### src/rtl/i2c_regxfer_pkg.sv
package i2c_regxfer_pkg;
  // command word fields
  localparam int CW_READ  = 31;
  localparam int CW_RSTRT = 30;
  localparam int CW_ADDR  = 16;
  localparam int CW_SUB   = 8;

  typedef enum logic [2:0] {
    ST_INIT, ST_BRST, ST_IDLE, ST_START, ST_BIT, ST_STOP
  } ctl_st_e;

  typedef enum logic [2:0] {
    SQ_AW, SQ_SUB, SQ_DAT, SQ_AR, SQ_RD
  } seq_e;
endpackage

### src/rtl/i2c_line_filter.sv
module i2c_line_filter #(
  parameter int LINES = 2,
  parameter int LEN   = 4
) (
  input  logic             clk,
  input  logic             rst,
  input  logic [LINES-1:0] raw_in,
  output logic [LINES-1:0] clean
);
  localparam int CW = (LEN < 2) ? 1 : $clog2(LEN);

  for (genvar i = 0; i < LINES; i++) begin : g_line
    logic [1:0]    sync;
    logic [CW-1:0] cnt;
    logic          lvl;
    always_ff @(posedge clk) begin
      if (rst) begin
        sync <= '0;
        cnt  <= '0;
        lvl  <= 1'b0;
      end else begin
        sync <= {sync[0], raw_in[i]};
        if (sync[1] == lvl) begin
          cnt <= '0;
        end else if (cnt == CW'(LEN - 1)) begin
          lvl <= sync[1];
          cnt <= '0;
        end else begin
          cnt <= cnt + 1'b1;
        end
      end
    end
    assign clean[i] = lvl;
  end
endmodule

### src/rtl/i2c_quarter_tick.sv
module i2c_quarter_tick #(
  parameter int DIV = 62
) (
  input  logic clk,
  input  logic rst,
  output logic tick
);
  localparam int W = (DIV < 2) ? 1 : $clog2(DIV);
  logic [W-1:0] cnt;

  always_ff @(posedge clk) begin
    if (rst) begin
      cnt  <= '0;
      tick <= 1'b0;
    end else begin
      tick <= (cnt == W'(DIV - 1));
      cnt  <= (cnt == W'(DIV - 1)) ? '0 : cnt + 1'b1;
    end
  end
endmodule

### src/rtl/i2c_regxfer.sv
module i2c_regxfer
  import i2c_regxfer_pkg::*;
#(
  parameter int CLK_HZ   = 100_000_000,
  parameter int SCL_HZ   = 400_000,
  parameter int FILT_LEN = 4
) (
  input  logic        clk,
  input  logic        rst,
  input  logic        ctrl_wr,
  input  logic [31:0] ctrl_wdata,
  output logic [31:0] status,
  output logic        scl_oe,
  input  logic        scl_in,
  input  logic        sda_in,
  output logic        sda_oe
);
  localparam int QRAW = CLK_HZ / (4 * SCL_HZ);
  localparam int QDIV = (QRAW < 2) ? 2 : QRAW;

  logic [1:0] filt;
  logic       scl_f, sda_f, qtick;

  i2c_line_filter #(.LINES(2), .LEN(FILT_LEN)) u_filt (
    .clk(clk), .rst(rst), .raw_in({scl_in, sda_in}), .clean(filt)
  );
  assign scl_f = filt[1];
  assign sda_f = filt[0];

  i2c_quarter_tick #(.DIV(QDIV)) u_tick (.clk(clk), .rst(rst), .tick(qtick));

  ctl_st_e    st;
  seq_e       sq;
  logic [1:0] q;
  logic [3:0] bitn;
  logic [7:0] sh, rdata, c_sub, c_dat;
  logic [6:0] c_addr;
  logic       c_rd, c_rs, nack, again;
  logic       f_anack, f_dnack, f_rd, f_ovr;
  logic       unused_rsvd;

  assign unused_rsvd = ^ctrl_wdata[29:23];

  assign status = {st != ST_IDLE, f_anack, f_dnack, f_rd, f_ovr,
                   (st == ST_INIT) || (st == ST_BRST), 18'd0, rdata};

  always_ff @(posedge clk) begin
    if (rst) begin
      st <= ST_INIT;  sq <= SQ_AW;  q <= '0;  bitn <= '0;
      sh <= '0;  rdata <= '0;  c_sub <= '0;  c_dat <= '0;  c_addr <= '0;
      c_rd <= 1'b0;  c_rs <= 1'b0;  nack <= 1'b0;  again <= 1'b0;
      f_anack <= 1'b0;  f_dnack <= 1'b0;  f_rd <= 1'b0;  f_ovr <= 1'b0;
      scl_oe <= 1'b0;  sda_oe <= 1'b0;
    end else begin
      if (qtick) begin
        q <= q + 2'd1;
        unique case (st)
          ST_INIT: begin
            q <= '0;
            if (scl_f && sda_f) st <= ST_BRST;
          end
          ST_BRST: begin
            // START then STOP while SCL stays released
            if (q == 2'd1) sda_oe <= 1'b1;
            if (q == 2'd2) sda_oe <= 1'b0;
            if (q == 2'd3) st <= ST_IDLE;
          end
          ST_IDLE: q <= '0;
          ST_START: begin
            unique case (q)
              2'd0: sda_oe <= 1'b0;
              2'd1: scl_oe <= 1'b0;
              2'd2: sda_oe <= 1'b1;
              default: begin
                scl_oe <= 1'b1;
                st     <= ST_BIT;
                bitn   <= '0;
                sh     <= {c_addr, sq == SQ_AR};
              end
            endcase
          end
          ST_BIT: begin
            unique case (q)
              2'd0: sda_oe <= (sq != SQ_RD) && (bitn != 4'd8) && !sh[7];
              2'd1: scl_oe <= 1'b0;
              2'd2: begin
                if (bitn == 4'd8) nack <= sda_f;
                else sh <= {sh[6:0], sda_f};
              end
              default: begin
                scl_oe <= 1'b1;
                if (bitn != 4'd8) begin
                  bitn <= bitn + 4'd1;
                end else begin
                  bitn <= '0;
                  unique case (sq)
                    SQ_AW, SQ_AR: begin
                      if (nack) begin
                        f_anack <= 1'b1;
                        st      <= ST_STOP;
                      end else begin
                        sq <= (sq == SQ_AW) ? SQ_SUB : SQ_RD;
                        sh <= (sq == SQ_AW) ? c_sub : 8'h00;
                      end
                    end
                    SQ_SUB: begin
                      if (nack) begin
                        f_dnack <= 1'b1;
                        st      <= ST_STOP;
                      end else if (!c_rd) begin
                        sq <= SQ_DAT;
                        sh <= c_dat;
                      end else if (c_rs) begin
                        sq <= SQ_AR;
                        st <= ST_START;
                      end else begin
                        again <= 1'b1;
                        st    <= ST_STOP;
                      end
                    end
                    SQ_DAT: begin
                      f_dnack <= nack;
                      st      <= ST_STOP;
                    end
                    default: begin
                      rdata <= sh;
                      f_rd  <= 1'b1;
                      st    <= ST_STOP;
                    end
                  endcase
                end
              end
            endcase
          end
          default: begin // ST_STOP
            unique case (q)
              2'd0: sda_oe <= 1'b1;
              2'd1: scl_oe <= 1'b0;
              2'd2: sda_oe <= 1'b0;
              default: begin
                if (again) begin
                  again <= 1'b0;
                  sq    <= SQ_AR;
                  st    <= ST_START;
                end else begin
                  st <= ST_IDLE;
                end
              end
            endcase
          end
        endcase
      end

      if (ctrl_wr) begin
        if (st != ST_IDLE) begin
          f_ovr <= 1'b1;
        end else begin
          c_rd    <= ctrl_wdata[CW_READ];
          c_rs    <= ctrl_wdata[CW_RSTRT];
          c_addr  <= ctrl_wdata[CW_ADDR +: 7];
          c_sub   <= ctrl_wdata[CW_SUB +: 8];
          c_dat   <= ctrl_wdata[7:0];
          f_ovr   <= 1'b0;
          f_anack <= 1'b0;
          f_dnack <= 1'b0;
          f_rd    <= 1'b0;
          again   <= 1'b0;
          sq      <= SQ_AW;
          q       <= '0;
          st      <= ST_START;
        end
      end
    end
  end
endmodule

### config.mk
export PLATFORM = sky130hd
export DESIGN_NAME = i2c_regxfer
export DESIGN_NICKNAME = d
export VERILOG_FILES = /design/src/rtl/i2c_regxfer_pkg.sv /design/src/rtl/i2c_line_filter.sv /design/src/rtl/i2c_quarter_tick.sv /design/src/rtl/i2c_regxfer.sv
export SDC_FILE = /design/constraint.sdc
export NUM_CORES = 1
export LEC_CHECK = 0
export ABC_AREA = 1
export BUFFER_PORTS_ARGS = -buffer_cell sky130_fd_sc_hd__clkbuf_2
export CAP_MARGIN = 30
export CELL_PAD_IN_SITES_DETAIL_PLACEMENT = 0
export CELL_PAD_IN_SITES_GLOBAL_PLACEMENT = 1
export CORE_UTILIZATION = 36
export DETAILED_ROUTE_END_ITERATION = 8
export GPL_ROUTABILITY_DRIVEN = 0
export GPL_TIMING_DRIVEN = 1
export PLACE_DENSITY_LB_ADDON = 0.12
export SYNTH_ARGS = -nofsm -noshare
export SYNTH_HDL_FRONTEND = slang
export SYNTH_SLANG_ARGS = --single-unit
### constraint.sdc
create_clock -name clk -period 1.7 [get_ports clk]
set_clock_uncertainty 0.15 [all_clocks]
set_input_delay 0.34 -clock clk [delete_from_list [all_inputs] [get_ports clk]]
set_output_delay 0.34 -clock clk [all_outputs]
set_load 0.01 [all_outputs]
* Word-level counts from Yosys, hierarchy flattened
Cells that the tools add are included.
** Storage, ports and cells
- Logic and storage cells :: 196
- Register bits :: 78
- Input port bits :: 37
** Operators by class
- Bitwise logic cells :: 8
- Add/subtract/negate cells :: 5
- Eq/ne operators :: 32
- Reductions and logical operators :: 32
- Mux-type cells :: 92
** Operators with widths (number)
- 2-to-1 mux 3 bit :: 25
- 2-to-1 mux 8 bit :: 7
- one-hot mux 8 bit (2 select lines) :: 3
- 2-to-1 mux 1 bit :: 38
- one-hot mux 3 bit (2 select lines) :: 3
- != test 4 bit, second input constant :: 4
- one-hot mux 3 bit (5 select lines) :: 1
- == test 3 x 2 -> 1 bit, second input constant :: 4
- 2-to-1 mux 4 bit :: 3
- != test 3 bit, second input constant :: 4
- one-hot mux 1 bit (2 select lines) :: 6
- AND reduction 4 bit :: 3
- OR reduction 2 bit :: 6
- OR reduction 3 bit :: 4
- != test 2 bit, second input constant :: 5
- AND reduction 10 bit :: 1
- == test 2 bit, second input constant :: 4
- 2-to-1 mux 2 bit :: 4
- inverter 1 bit :: 8
- one-hot mux 4 bit (2 select lines) :: 1
- OR reduction 4 bit :: 2
- adder 2 x 1 -> 2 bit, second input constant :: 3
- adder 6 x 1 -> 6 bit, second input constant :: 1
- == test 3 x 1 -> 1 bit, second input constant :: 2
- 20 further kinds :: 27

* Depth between registers and ports, before layout
Gate-level depths: netlist of the first run.
- Depth in word-level cells :: 10
- Mapped depth :: 12
- Depth with buffers taken out :: 11

* Modules after synthesis
Synthesis of the first run repeated with hierarchy kept, for this count alone.
** Second synthesis, totals
- Cell total of the unflattened synthesis :: 579
- Area total of the unflattened synthesis :: 4050.1 µm²
** By module, submodules not included
- i2c_regxfer :: area an instance 3344.5 µm², cells each 497, seq. area each 1221.2 µm², instances 1
- i2c_line_filter :: area an instance 409.1 µm², cells each 49, seq. area each 200.2 µm², instances 1
- i2c_quarter_tick :: area an instance 296.5 µm², cells each 33, seq. area each 140.1 µm², instances 1

* Least setup slack after synthesis of the first run
No wires, ideal clock.
- Path type :: register to register
- From :: reg q[0]
- To :: reg sh[0]
- Path buffers :: 1
- Required time :: 1.437 ns
- Stages on the path, launching flop included :: 11
- Slack :: -0.158 ns
- Data arrival time :: 1.595 ns
- Setup time :: 0.113 ns
- Cell sequence :: dfxtp_1 > inv_1 > ha_1 > or2_2 > o21ai_0 > nand2_1 > inv_1 > nand3_2 > buf_6 > nor2_1 > nor2_1
** On the way
- Longest elaborated chain between the ends :: 4
- Elaborated cells on any way between the ends :: 16
- Those cells by class :: 10 x eq/ne; 2 x mux; 4 x reduce/logical
** RTL lines
- start: declaration :: RTL line i2c_regxfer.sv:34 : logic [1:0] q;
- start signal: assignment :: RTL line i2c_regxfer.sv:56 : q <= q + 2'd1;
- == test 2 x 1 -> 1 bit, or another cell as far along :: RTL line i2c_regxfer.sv:70, i2c_regxfer.sv:83
- OR reduction 3 bit (no source line) / OR reduction 2 bit (equally long branches)
- != test 2 bit (no source line) / one-hot mux 8 bit (2 select lines) (equally long branches)
- AND reduction 10 bit (no source line) / one-hot mux 8 bit (2 select lines) (equally long branches)
- end signal: assignment :: RTL line i2c_regxfer.sv:78 : sh <= {c_addr, sq == SQ_AR};
- end signal: assignment :: RTL line i2c_regxfer.sv:88 : else sh <= {sh[6:0], sda_f};
- end signal: assignment :: RTL line i2c_regxfer.sv:103 : sh <= (sq == SQ_AW) ? c_sub : 8'h00;
- end: declaration :: RTL line i2c_regxfer.sv:36 : logic [7:0] sh, rdata, c_sub, c_dat;
Parallel ways exist; a longest one is shown, timed or not.
A chain may end at the register's enable or synchronous reset.

* Worst setup path in the final report of the first run
- From :: reg st[1]
- To :: out status[26]
** On the way
- Longest elaborated chain between the ends :: 2
- Elaborated cells on any way between the ends :: 3
- Those cells by class :: 1 x eq/ne; 2 x reduce/logical
** RTL lines
- start: declaration :: RTL line i2c_regxfer.sv:32 : ctl_st_e st;
- start signal: assignment :: RTL line i2c_regxfer.sv:49 : st <= ST_INIT; sq <= SQ_AW; q <= '0; bitn <= '0;
- start signal: assignment :: RTL line i2c_regxfer.sv:60 : if (scl_f && sda_f) st <= ST_BRST;
- start signal: assignment :: RTL line i2c_regxfer.sv:66 : if (q == 2'd3) st <= ST_IDLE;
- == test 3 x 1 -> 1 bit / zero test 3 bit (equally long branches) :: RTL line i2c_regxfer.sv:45 : (st == ST_INIT) || (st == ST_BRST), 18'd0, rdata};
- logical OR 1 bit * :: RTL line i2c_regxfer.sv:45
- end: declaration :: RTL line i2c_regxfer.sv:12 : output logic [31:0] status,
Every way passes the cells marked *; elsewhere a longest branch is shown, timed or not.

==> results of run 1 <==
[synth_stat cells, drive strengths merged (7+ instances only)]
| master | count | area share |
|---|---|---|
| nor2 | 90 | 0.097 |
| dfxtp | 78 | 0.41 |
| a21oi | 70 | 0.092 |
| inv | 69 | 0.068 |
| nand2 | 67 | 0.072 |
| o21ai | 57 | 0.076 |
| buf | 31 | 0.059 |
| nand3 | 24 | 0.034 |
| ha | 10 | 0.033 |
| clkbuf | 9 | 0.0092 |
| nor3 | 7 | 0.0092 |
[worst min-delay path by stage]
stage	slack (ns)	end	startpoint	depth (start not counted)
5_1_grt	0.02	u_filt.g_line[0].sync[0]	sda_in	3
3_3_place_gp	0.24	u_filt.g_line[1].sync[1]	u_filt.g_line[1].sync[0]	2
6_report	0.03	u_filt.g_line[0].sync[0]	sda_in	3
2_1_floorplan	0.24	u_filt.g_line[0].sync[1]	u_filt.g_line[0].sync[0]	2
3_5_place_dp	0.24	u_filt.g_line[1].sync[1]	u_filt.g_line[1].sync[0]	2
4_1_cts	0.01	u_filt.g_line[0].sync[0]	sda_in	3
[stage by stage]
step | util | hold WS (ns)
4_1_cts | 0.454 | 0.0130
2_1_floorplan | - | 0.238
3_5_place_dp | 0.425 | 0.245
6_report | 0.468 | 0.0286
5_1_grt | 0.468 | 0.0221
3_3_place_gp | 0.425 | 0.240
[per-layer routing]
metal | vias to the layer above | track usage | wire length, um
met3 | 8 | 0.0405 | 385
li1 | 1859 | - | -
met4 | 0 | 0.0443 | 131
met1 | 1597 | 0.247 | 4820
met5 | - | 0 | 0
met2 | 77 | 0.292 | 4260
[cell families after synthesis]
logic type | share of synthesized area
other | 0.000980
DFF | 0.408
buffers and inverters | 0.136
and+or+nand+nor | 0.221
AOI/OAI and AO/OA | 0.194
xor gates and xnor gates | 0.00687
adders and majority gates | 0.0327
[flip-flops by register name (all words and copies together), names as in the netlist, 2 cells and up]
register and cells:
c_dat 8, c_sub 8, rdata 8, sh 8, c_addr 7, u_tick.cnt 6, bitn 4, u_filt.g_line.cnt 4
u_filt.g_line.sync 4, sq 3, st 3, q 2, u_filt.g_line.lvl 2
[power groups by stage]
| stage | sequential (W) | combinational [W] | clock, W |
|---|---|---|---|
| final | 0.00185 | 0.000237 | 0.00152 |
| after global routing | 0.00186 | 0.000272 | 0.00166 |
| after CTS | 0.00185 | 0.000234 | 0.00157 |
| after detailed placement | 0.00190 | 0.000227 | 0 |
| after global placement | 0.00190 | 0.000228 | 0 |
| after floorplan | 0.00189 | 0.000170 | 0 |
[layout make-up]
cell class              instances  area share
repair buffers                 91       0.136
clock buffers                  10      0.0264
clock inverters                 5      0.0176
well taps                     136      0.0352
inverters                      69      0.0562
multi-input cells             365       0.401
flip-flops and latches         78       0.327
[repair_timing]
item / in CTS / in global routing
endpoints found under the hold margin: 0 / 0
endpoints found under the setup margin: 21 / 40
pin swaps: 1 / 1
gates resized for setup: 22 / 43
setup buffers: 4 / 3
gates cloned: 0 / 1
[tightest hold or removal path, cell delays in order]
cell and delay, ns:
clkbuf_2 0.08, inv_1 0.04, nor2_1 0.03
==> impl_results.md, run 1 <==
* Worst path buffer plus inverter count at 4
* Kind of cell adding the most delay to the critical path: buffers and inverters
* Pre-CTS setup slack at -0.0681 ns
* Core Box Area at just over 10000 um^2
* Total Wirelength at 9600 um
* Die area at 11000 um^2
* Setup Viol. Count Final at 17
* Clk Latency, worst-skew pair at 0.35 ns
* Commonest cells after routing, fill and taps aside: 78 x nor2_1, 70 x dfxtp_1, 66 x a21oi_1
* Antenna Diode Count at 0
* CTS clock-pin slew for the worst setup and hold paths at 0.09 ns
* EDFF count, synth at 0
* Sw frac at 0.236
* First-pass GRT wire length at 15900 um
* Worst reg2reg setup slack at -0.03 ns
* Initial antenna violation count at 0
* I/O pins at 71
* Rows at 37
* Vias/cell at around 4.7
* Die Width at 105 um
* GRT Overall Usage at 0.182
* Grt ovf at 0
* Final setup TNS at -0.282 ns
* Clk pwr share at 0.421
* Cell variety after synth at 36
* CTS root buf: clkbuf_8
* Cts bufs inserted at 9
* Multi-input gate area at about 1900 um^2
* Tcrit/Tclk final at 1.03
* Mapped Area at ~3800 um^2
* Total number of vias at 3541
* Yosys reg bits at 78
* Initial Util at 0.371
* Avg WL per Cell at 12.7 um
* Slowest-stage cell, CP: dfxtp_2
* Setup crit start: st[1]
* Maxcap violations at 0
* Final min period at 1.75 ns
* Vias in the first global route at ~3200
* Crit start category: flip-flop
* Synth Warn # at 0
* Status: finished, violations left
* Ys async rst share at 0
* Setup WS post-layout at -0.0512 ns
* Crit path depth at 7
* DP HPWL at 7060 um
* Die Height at 105 um
* Max Freq at 571 MHz
* PwrDens at 748 nW/um^2
* Reg-to-Reg End: rdata[1]
* HP Class: in -> reg
* R2r worst-path depth at 11
* Most frequent CP cell: inv_2
* Crit path max fanout at 4
* Total power draw at 0.00361 W
* CP arrival at 1.26 ns
* Share of total power in sequential cells at 0.513
* Pin count of the biggest net entering global routing at 40
* Slew Viols, Final at 0
* Synth Area per Inst at 7.15 um^2
* Dpl cells at 731
* Drt drc at 0
* CTS tree: done
* Final Hold Vio Count at 0
* Int Power at 0.00276 W
* Sw Pwr at 0.000853 W
* Fin area at slightly below 5000 um^2
* Final ANT Viol Nets at 0
* Layout area overhead at 26.2%
* Detailed Routing Iterations Pass 1 at 6
* Fillers at 1109
* Post-synthesis cell count at 535
* Most common cell after layout, fill and taps aside: nor2_1
* Layout cell share with drive strength beyond 1 at 0.275
* Synth Flop Type: dfxtp_1
* Critical Path End: status[26]
* Leakage dissipation at 2.09 nW
* Port Buf Inserts at 45
* Nets at 661
* Crit-path max cell delay at 0.35 ns
* CTS H-tree lvls at 3
* Cell chain of the critical path: inv_2 -> nand2_2 -> buf_6 -> nor2_4 -> inv_2 -> nand2_1 -> clkbuf_2
* # clock sinks at 78
* Crit. End Element: output port
* Failing checks: negative setup slack
* Reg area at 1580 um^2
* CP Class: reg -> out
* Comb power frac at 0.066
* Sequential area share after synthesis at 0.408
* Maximum vdd drop at 352 uV
* RSZ-0062 raised after global routing: true
* Placed instance area at 4390 um^2
* Initial DRC count at 134
* Clock tree buffer depth at 2
* Non-Filler Instances at 754
* Worst reg2reg startpoint: bitn[0]
* CTS Hold Bufs at 0
* Critical Path RT at 1.21 ns
(Power assumes the default switching activity.)
==> run 2: changes to the inputs <==
--- a/config.mk
+++ b/config.mk
@@ -6,7 +6,7 @@
 export NUM_CORES = 1
 export LEC_CHECK = 0
 export ABC_AREA = 1
-export BUFFER_PORTS_ARGS = -buffer_cell sky130_fd_sc_hd__clkbuf_2
+export BUFFER_PORTS_ARGS = -buffer_cell sky130_fd_sc_hd__buf_2
 export CAP_MARGIN = 30
 export CELL_PAD_IN_SITES_DETAIL_PLACEMENT = 0
 export CELL_PAD_IN_SITES_GLOBAL_PLACEMENT = 1
==> impl_results.md, run 2 (synthesized netlist as in run 1, its figures left out) <==
* Status: finished, violations left
* Failing checks: negative setup slack
* Clock tree buffer depth at 2 (unchanged)
* Share of total power in sequential cells at 0.503 (-0.010)
* Setup WS post-layout at -0.0622 ns (-0.0110 ns)
* Fillers at 1041 (-6.1%)
* Final min period at 1.76 ns (+0.0110 ns)
* Total Wirelength at 9540 um (-0.61%)
* CTS H-tree lvls at 3 (unchanged)
* CTS root buf: clkbuf_8
* Fin area at 4920 um^2 (+1.8%)
* Vias in the first global route at 3263 (+0.49%)
* Most common cell after layout, fill and taps aside: nor2_1
* Setup Viol. Count Final at 9 (-8)
* Commonest cells after routing, fill and taps aside: 77 x nor2_1, 69 x dfxtp_1, 68 x a21oi_1
* CP Class: reg -> reg
* Nets at 667 (+0.91%)
* Crit path max fanout at 8 (+4)
* Maxcap violations at 0 (unchanged)
* Leakage dissipation at 2.14 nW (+2.4%)
* Die Height at 105 um (unchanged)
* Kind of cell adding the most delay to the critical path: simple AND/OR/NAND/NOR gates
* Max-slew headroom at 0.620
* Comb power frac at 0.069 (+0.003)
* Worst path buffer plus inverter count at 3 (-1)
* CP arrival at 1.86 ns (+0.60 ns)
* Clk pwr share at 0.428 (+0.007)
* Detailed Routing Iterations Pass 1 at 4 (-2)
* Crit path depth at 10 (+3)
* Drt drc at 0 (unchanged)
* Vias/cell at 4.59 (-2.4%)
* Crit-path max cell delay at 0.39 ns (+0.04 ns)
* Layout cell share with drive strength beyond 1 at 0.288 (+0.0134)
* Grt ovf at 0 (unchanged)
* Initial Util at 0.371 (unchanged)
* R2r worst-path depth at 10 (-1)
* RSZ-0062 raised after global routing: true
* Hold WS at 0.0481 ns (+0.0196 ns)
* CTS clock-pin slew for the worst setup and hold paths at 0.08 ns (about the same)
* WHS Path Cells at 3 (unchanged)
* Final Hold Vio Count at 0 (unchanged)
* Die Width at 105 um (unchanged)
* Most frequent CP cell: nor2_1
* Placed instance area at 4390 um^2 (unchanged)
* HP Class: in -> reg
* Sw frac at 0.237 (+0.000777)
* Cts bufs inserted at 9 (unchanged)
* # clock sinks at 78 (unchanged)
* Critical Path RT at 1.80 ns (+0.59 ns)
* DP HPWL at 6850 um (-3.0%)
* Int Power at 0.00281 W (+1.8%)
* Max Freq at 567 MHz (-0.62%)
* Clk Latency, worst-skew pair at 0.35 ns (about the same)
* Avg WL per Cell at 12.6 um (-1.4%)
* Slew Viols, Final at 0 (unchanged)
* Final setup TNS at -0.365 ns (-0.0833 ns)
* Crit start category: flip-flop
* Total power draw at 0.00368 W (+1.9%)
* Total number of vias at 3485 (-1.6%)
* GRT Overall Usage at 0.182 (about the same)
* CTS Hold Bufs at 0 (unchanged)
* Die area at 11000 um^2 (unchanged)
* Maximum vdd drop at 349 uV (-0.67%)
* Layout area overhead at 28.4%
* Tcrit/Tclk final at 1.04 (+0.00647)
* Sw Pwr at 0.000872 W (+2.2%)
* Worst slew pin tran at about 0.56 ns
* Initial antenna violation count at 0 (unchanged)
* Initial DRC count at 187 (+40%)
* Final ANT Viol Nets at 0 (unchanged)
* Antenna Diode Count at 0 (unchanged)
* Crit. End Element: flip-flop
* First-pass GRT wire length at 15700 um (-0.87%)
* Pre-CTS setup slack at -0.0610 ns (+0.00710 ns)
* Port Buf Inserts at 45 (unchanged)
* I/O pins at 71 (unchanged)
* Core Box Area at 10300 um^2 (unchanged)
* CTS tree: done
* Rows at 37 (unchanged)
* PwrDens at 748 nW/um^2 (about the same)
* Cell chain of the critical path: inv_4 -> ha_4 -> or2_4 -> o21ai_2 -> nand2_1 -> inv_2 -> nand3_4 -> clkbuf_16 -> nor2_1 -> nor2_1
* Slowest-stage cell, CP: dfxtp_4
* Pin count of the biggest net entering global routing at 40 (unchanged)
run 2: cell types whose count changed in the layout (fill, tap and decap cells not counted), moves of 2 or more:
cell      previous run  this run
clkbuf_2            45         0
o21ai_1             20         8
a21oi_1             66        68
a21oi_2              4         2
buf_2                0        45
nand2_1             54        52
inv_4                3         6
inv_2                9         7
buf_6                2         4
o21ai_0             35        46
buf_4               38        43
run 2: worst paths after layout:
check	slack, ns	from	endpoint
worst min register to register	0.25	u_filt.g_line[1].sync[0]	u_filt.g_line[1].sync[1]
worst max register to register	-0.06	q[1]	sh[7]
worst max-delay path	-0.06	q[1]	sh[7]
worst min-delay path	0.05	sda_in	u_filt.g_line[0].sync[0]
run 2: area by class of cell:
class	instances	area, um^2	share of cell area
Tap cell	136	170	0.0346
Clock inverter	5	82.6	0.0168
Multi-Input combinational cell	365	1970	0.401
Sequential cell	78	1580	0.322
Timing Repair Buffer	97	698	0.142
Clock buffer	10	138	0.0280
Inverter	69	274	0.0557
run 2: power by group through the flow:
stage	clock (W)	combinational, W	sequential [W]
2_1_floorplan	0	0.000170	0.00189
3_3_place_gp	0	0.000228	0.00190
3_5_place_dp	0	0.000227	0.00190
4_1_cts	0.00162	0.000238	0.00185
5_1_grt	0.00170	0.000285	0.00185
6_report	0.00157	0.000252	0.00185
run 2: repair_timing:
item                                    CTS  global route
cloned                                    0             1
endpoints found under the setup margin   21            35
gates resized for setup                  23            42
buffers inserted                          5             9
pin swaps                                 3            10
run 2: metrics by stage:
step	util	instances
6_report	0.476	760
5_1_grt	0.476	760
4_1_cts	0.455	750
3_5_place_dp	0.425	731
3_3_place_gp	0.425	731
2_1_floorplan	-	552
run 2: worst reg2reg max path, delay by kind of cell, from the launching register on:
kind                     cells  cell delay, ns
flip-flops                   1            0.39
AND/OR/NAND/NOR              5            0.55
AO/OA/AOI/OAI                1            0.12
adder cells (fa/ha/maj)      1            0.15
buffers and inverters        3            0.30
run 2: routing by layer:
metal  GRT usage  share of wire
met4      0.0714          0.018
met5           0              0
met2       0.276           0.44
met3      0.0356          0.032
met1       0.252           0.51
==> run 3: changes to the inputs <==
--- a/config.mk
+++ b/config.mk
@@ -15,6 +15,7 @@
 export GPL_ROUTABILITY_DRIVEN = 0
 export GPL_TIMING_DRIVEN = 1
 export PLACE_DENSITY_LB_ADDON = 0.12
+export SETUP_SLACK_MARGIN = 0.02
 export SYNTH_ARGS = -nofsm -noshare
 export SYNTH_HDL_FRONTEND = slang
 export SYNTH_SLANG_ARGS = --single-unit
==> impl_results.md, run 3 (synthesized netlist as in run 1, its figures left out) <==
* Status: finished, violations left
* Failing checks: negative setup slack
* Initial Util at 0.371 (unchanged)
* Worst slew pin tran at 0.604 ns (+0.0423 ns)
* GRT Overall Usage at 0.177 (-0.00533)
* Crit start category: flip-flop
* CTS clock-pin slew for the worst setup and hold paths at 0.09 ns (about the same)
* CP arrival at 1.89 ns (+0.03 ns)
* Avg WL per Cell at 12.7 um (+1.4%)
* Rows at 37 (unchanged)
* RSZ-0062 raised after global routing: true
* Cell chain of the critical path: inv_6 -> ha_4 -> or2_4 -> o21ai_2 -> nand2_1 -> inv_2 -> nand3_4 -> clkbuf_16 -> nor2_1 -> nor2_1
* Die Width at 105 um (unchanged)
* Hold WS at 0.0474 ns (-0.000767 ns)
* CTS tree: done
* Initial antenna violation count at 0 (unchanged)
* Setup WS post-layout at -0.0855 ns (-0.0233 ns)
* Final min period at 1.79 ns (+0.0233 ns)
* Leakage dissipation at 2.16 nW (+0.95%)
* Die Height at 105 um (unchanged)
* Crit path max fanout at 8 (unchanged)
* Core Box Area at 10300 um^2 (unchanged)
* Pre-CTS setup slack at -0.0943 ns (-0.0333 ns)
* Slew Viols, Final at 0 (unchanged)
* Antenna Diode Count at 0 (unchanged)
* Initial DRC count at 137 (-27%)
* Most frequent CP cell: nor2_1
* Nets at 669 (+0.30%)
* Kind of cell adding the most delay to the critical path: simple AND/OR/NAND/NOR gates
* I/O pins at 71 (unchanged)
* Crit. End Element: flip-flop
* Crit-path max cell delay at 0.41 ns (+0.02 ns)
* Commonest cells after routing, fill and taps aside: 70 x nor2_1, 68 x dfxtp_1, 66 x a21oi_1
* Pin count of the biggest net entering global routing at 40 (unchanged)
* Fillers at 1041 (unchanged)
* Tcrit/Tclk final at 1.05 (+0.0137)
* CP Class: reg -> reg
* Setup Viol. Count Final at 18 (+9)
* Maxcap violations at 0 (unchanged)
* Slowest-stage cell, CP: dfxtp_4
* Max-slew headroom at 0.592 (-0.0285)
* Clock tree buffer depth at 2 (unchanged)
* DP HPWL at 6850 um (about the same)
* # clock sinks at 78 (unchanged)
* Drt drc at 0 (unchanged)
* Cts bufs inserted at 9 (unchanged)
* PwrDens at 724 nW/um^2 (-3.2%)
* Grt ovf at 0 (unchanged)
* Max Freq at 560 MHz (-1.3%)
* Layout cell share with drive strength beyond 1 at 0.315 (+0.0262)
* CTS H-tree lvls at 3 (unchanged)
* Worst path buffer plus inverter count at 3 (unchanged)
* Final Util at 0.491 (+0.0145)
* First-pass GRT wire length at 15500 um (-1.6%)
* CTS root buf: clkbuf_8
* Vias/cell at 4.65 (+1.4%)
* Total number of vias at 3544 (+1.7%)
* Port Buf Inserts at 45 (unchanged)
* Clk Latency, worst-skew pair at 0.35 ns (about the same)
* Detailed Routing Iterations Pass 1 at 4 (unchanged)
* Layout area overhead at 32.4%
* Vias in the first global route at 3162 (-3.1%)
* Maximum vdd drop at 379 uV (+8.4%)
* Most common cell after layout, fill and taps aside: nor2_1
* Critical Path RT at 1.81 ns (about the same)
* CTS Hold Bufs at 0 (unchanged)
* HP Class: in -> reg
* Final Hold Vio Count at 0 (unchanged)
* Final ANT Viol Nets at 0 (unchanged)
* Die area at 11000 um^2 (unchanged)
* Total Wirelength at 9700 um (+1.7%)
run 3: path summary, 6_finish.rpt:
check | startpoint | end | slack, ns | cells past startpoint
max | q[0] | sh[5] | -0.09 | 10
max reg2reg | q[0] | sh[5] | -0.09 | 10
min reg2reg | u_filt.g_line[1].sync[0] | u_filt.g_line[1].sync[1] | 0.25 | 2
min | scl_in | u_filt.g_line[1].sync[0] | 0.05 | 3
run 3: layout make-up:
class / count / area, um^2 / area share
tap: 136 / 170 / 0.0336
timing repair buffer: 99 / 761 / 0.150
multi-input combinational: 365 / 2050 / 0.405
inverter: 69 / 279 / 0.0551
sequential: 78 / 1590 / 0.313
clock buffer: 10 / 138 / 0.0272
clock inverter: 5 / 81.3 / 0.0161
run 3: stage by stage:
stage / power (W) / area (um^2) / setup TNS, ns / std cells
6_report: 0.00367 / 5070 / -1.15 / 762
5_1_grt: 0.00382 / 5070 / -2.64 / 762
4_1_cts: 0.00370 / 4730 / -0.212 / 752
3_5_place_dp: 0.00212 / 4390 / -1.39 / 731
3_3_place_gp: 0.00212 / 4390 / -1.45 / 731
2_1_floorplan: 0.00206 / 3930 / 0 / 552
run 3: what timing repair did:
item / 4_1_cts / 5_1_grt
endpoints found under the hold margin: 0 / 0
cloned: 0 / 3
setup buffers: 6 / 8
pin swaps: 2 / 13
endpoints found under the setup margin: 36 / 48
gates resized for setup: 23 / 74
run 3: worst register-to-register path: cells and delay by family, from the launching register on:
family / cells / cell delay (ns)
simple gates: 5 / 0.53
flops: 1 / 0.41
buf+inv: 3 / 0.33
fa+ha+maj: 1 / 0.15
compound gates: 1 / 0.12
run 3: report_power, final:
group / switching [W] / leakage (nW) / internal [W]
logic: 0.000149 / 1.42 / 0.0000952
clock network: 0.000709 / 0.109 / 0.000863
registers: 0.0000171 / 0.637 / 0.00183
total: 0.000875 / 2.16 / 0.00279
run 3: routing by layer:
metal	vias to the layer above	GRT usage	wire length [um]
li1	1868	-	-
met1	1588	0.252	4900
met2	78	0.263	4230
met3	10	0.0287	405
met4	0	0.0704	166
met5	-	0	0
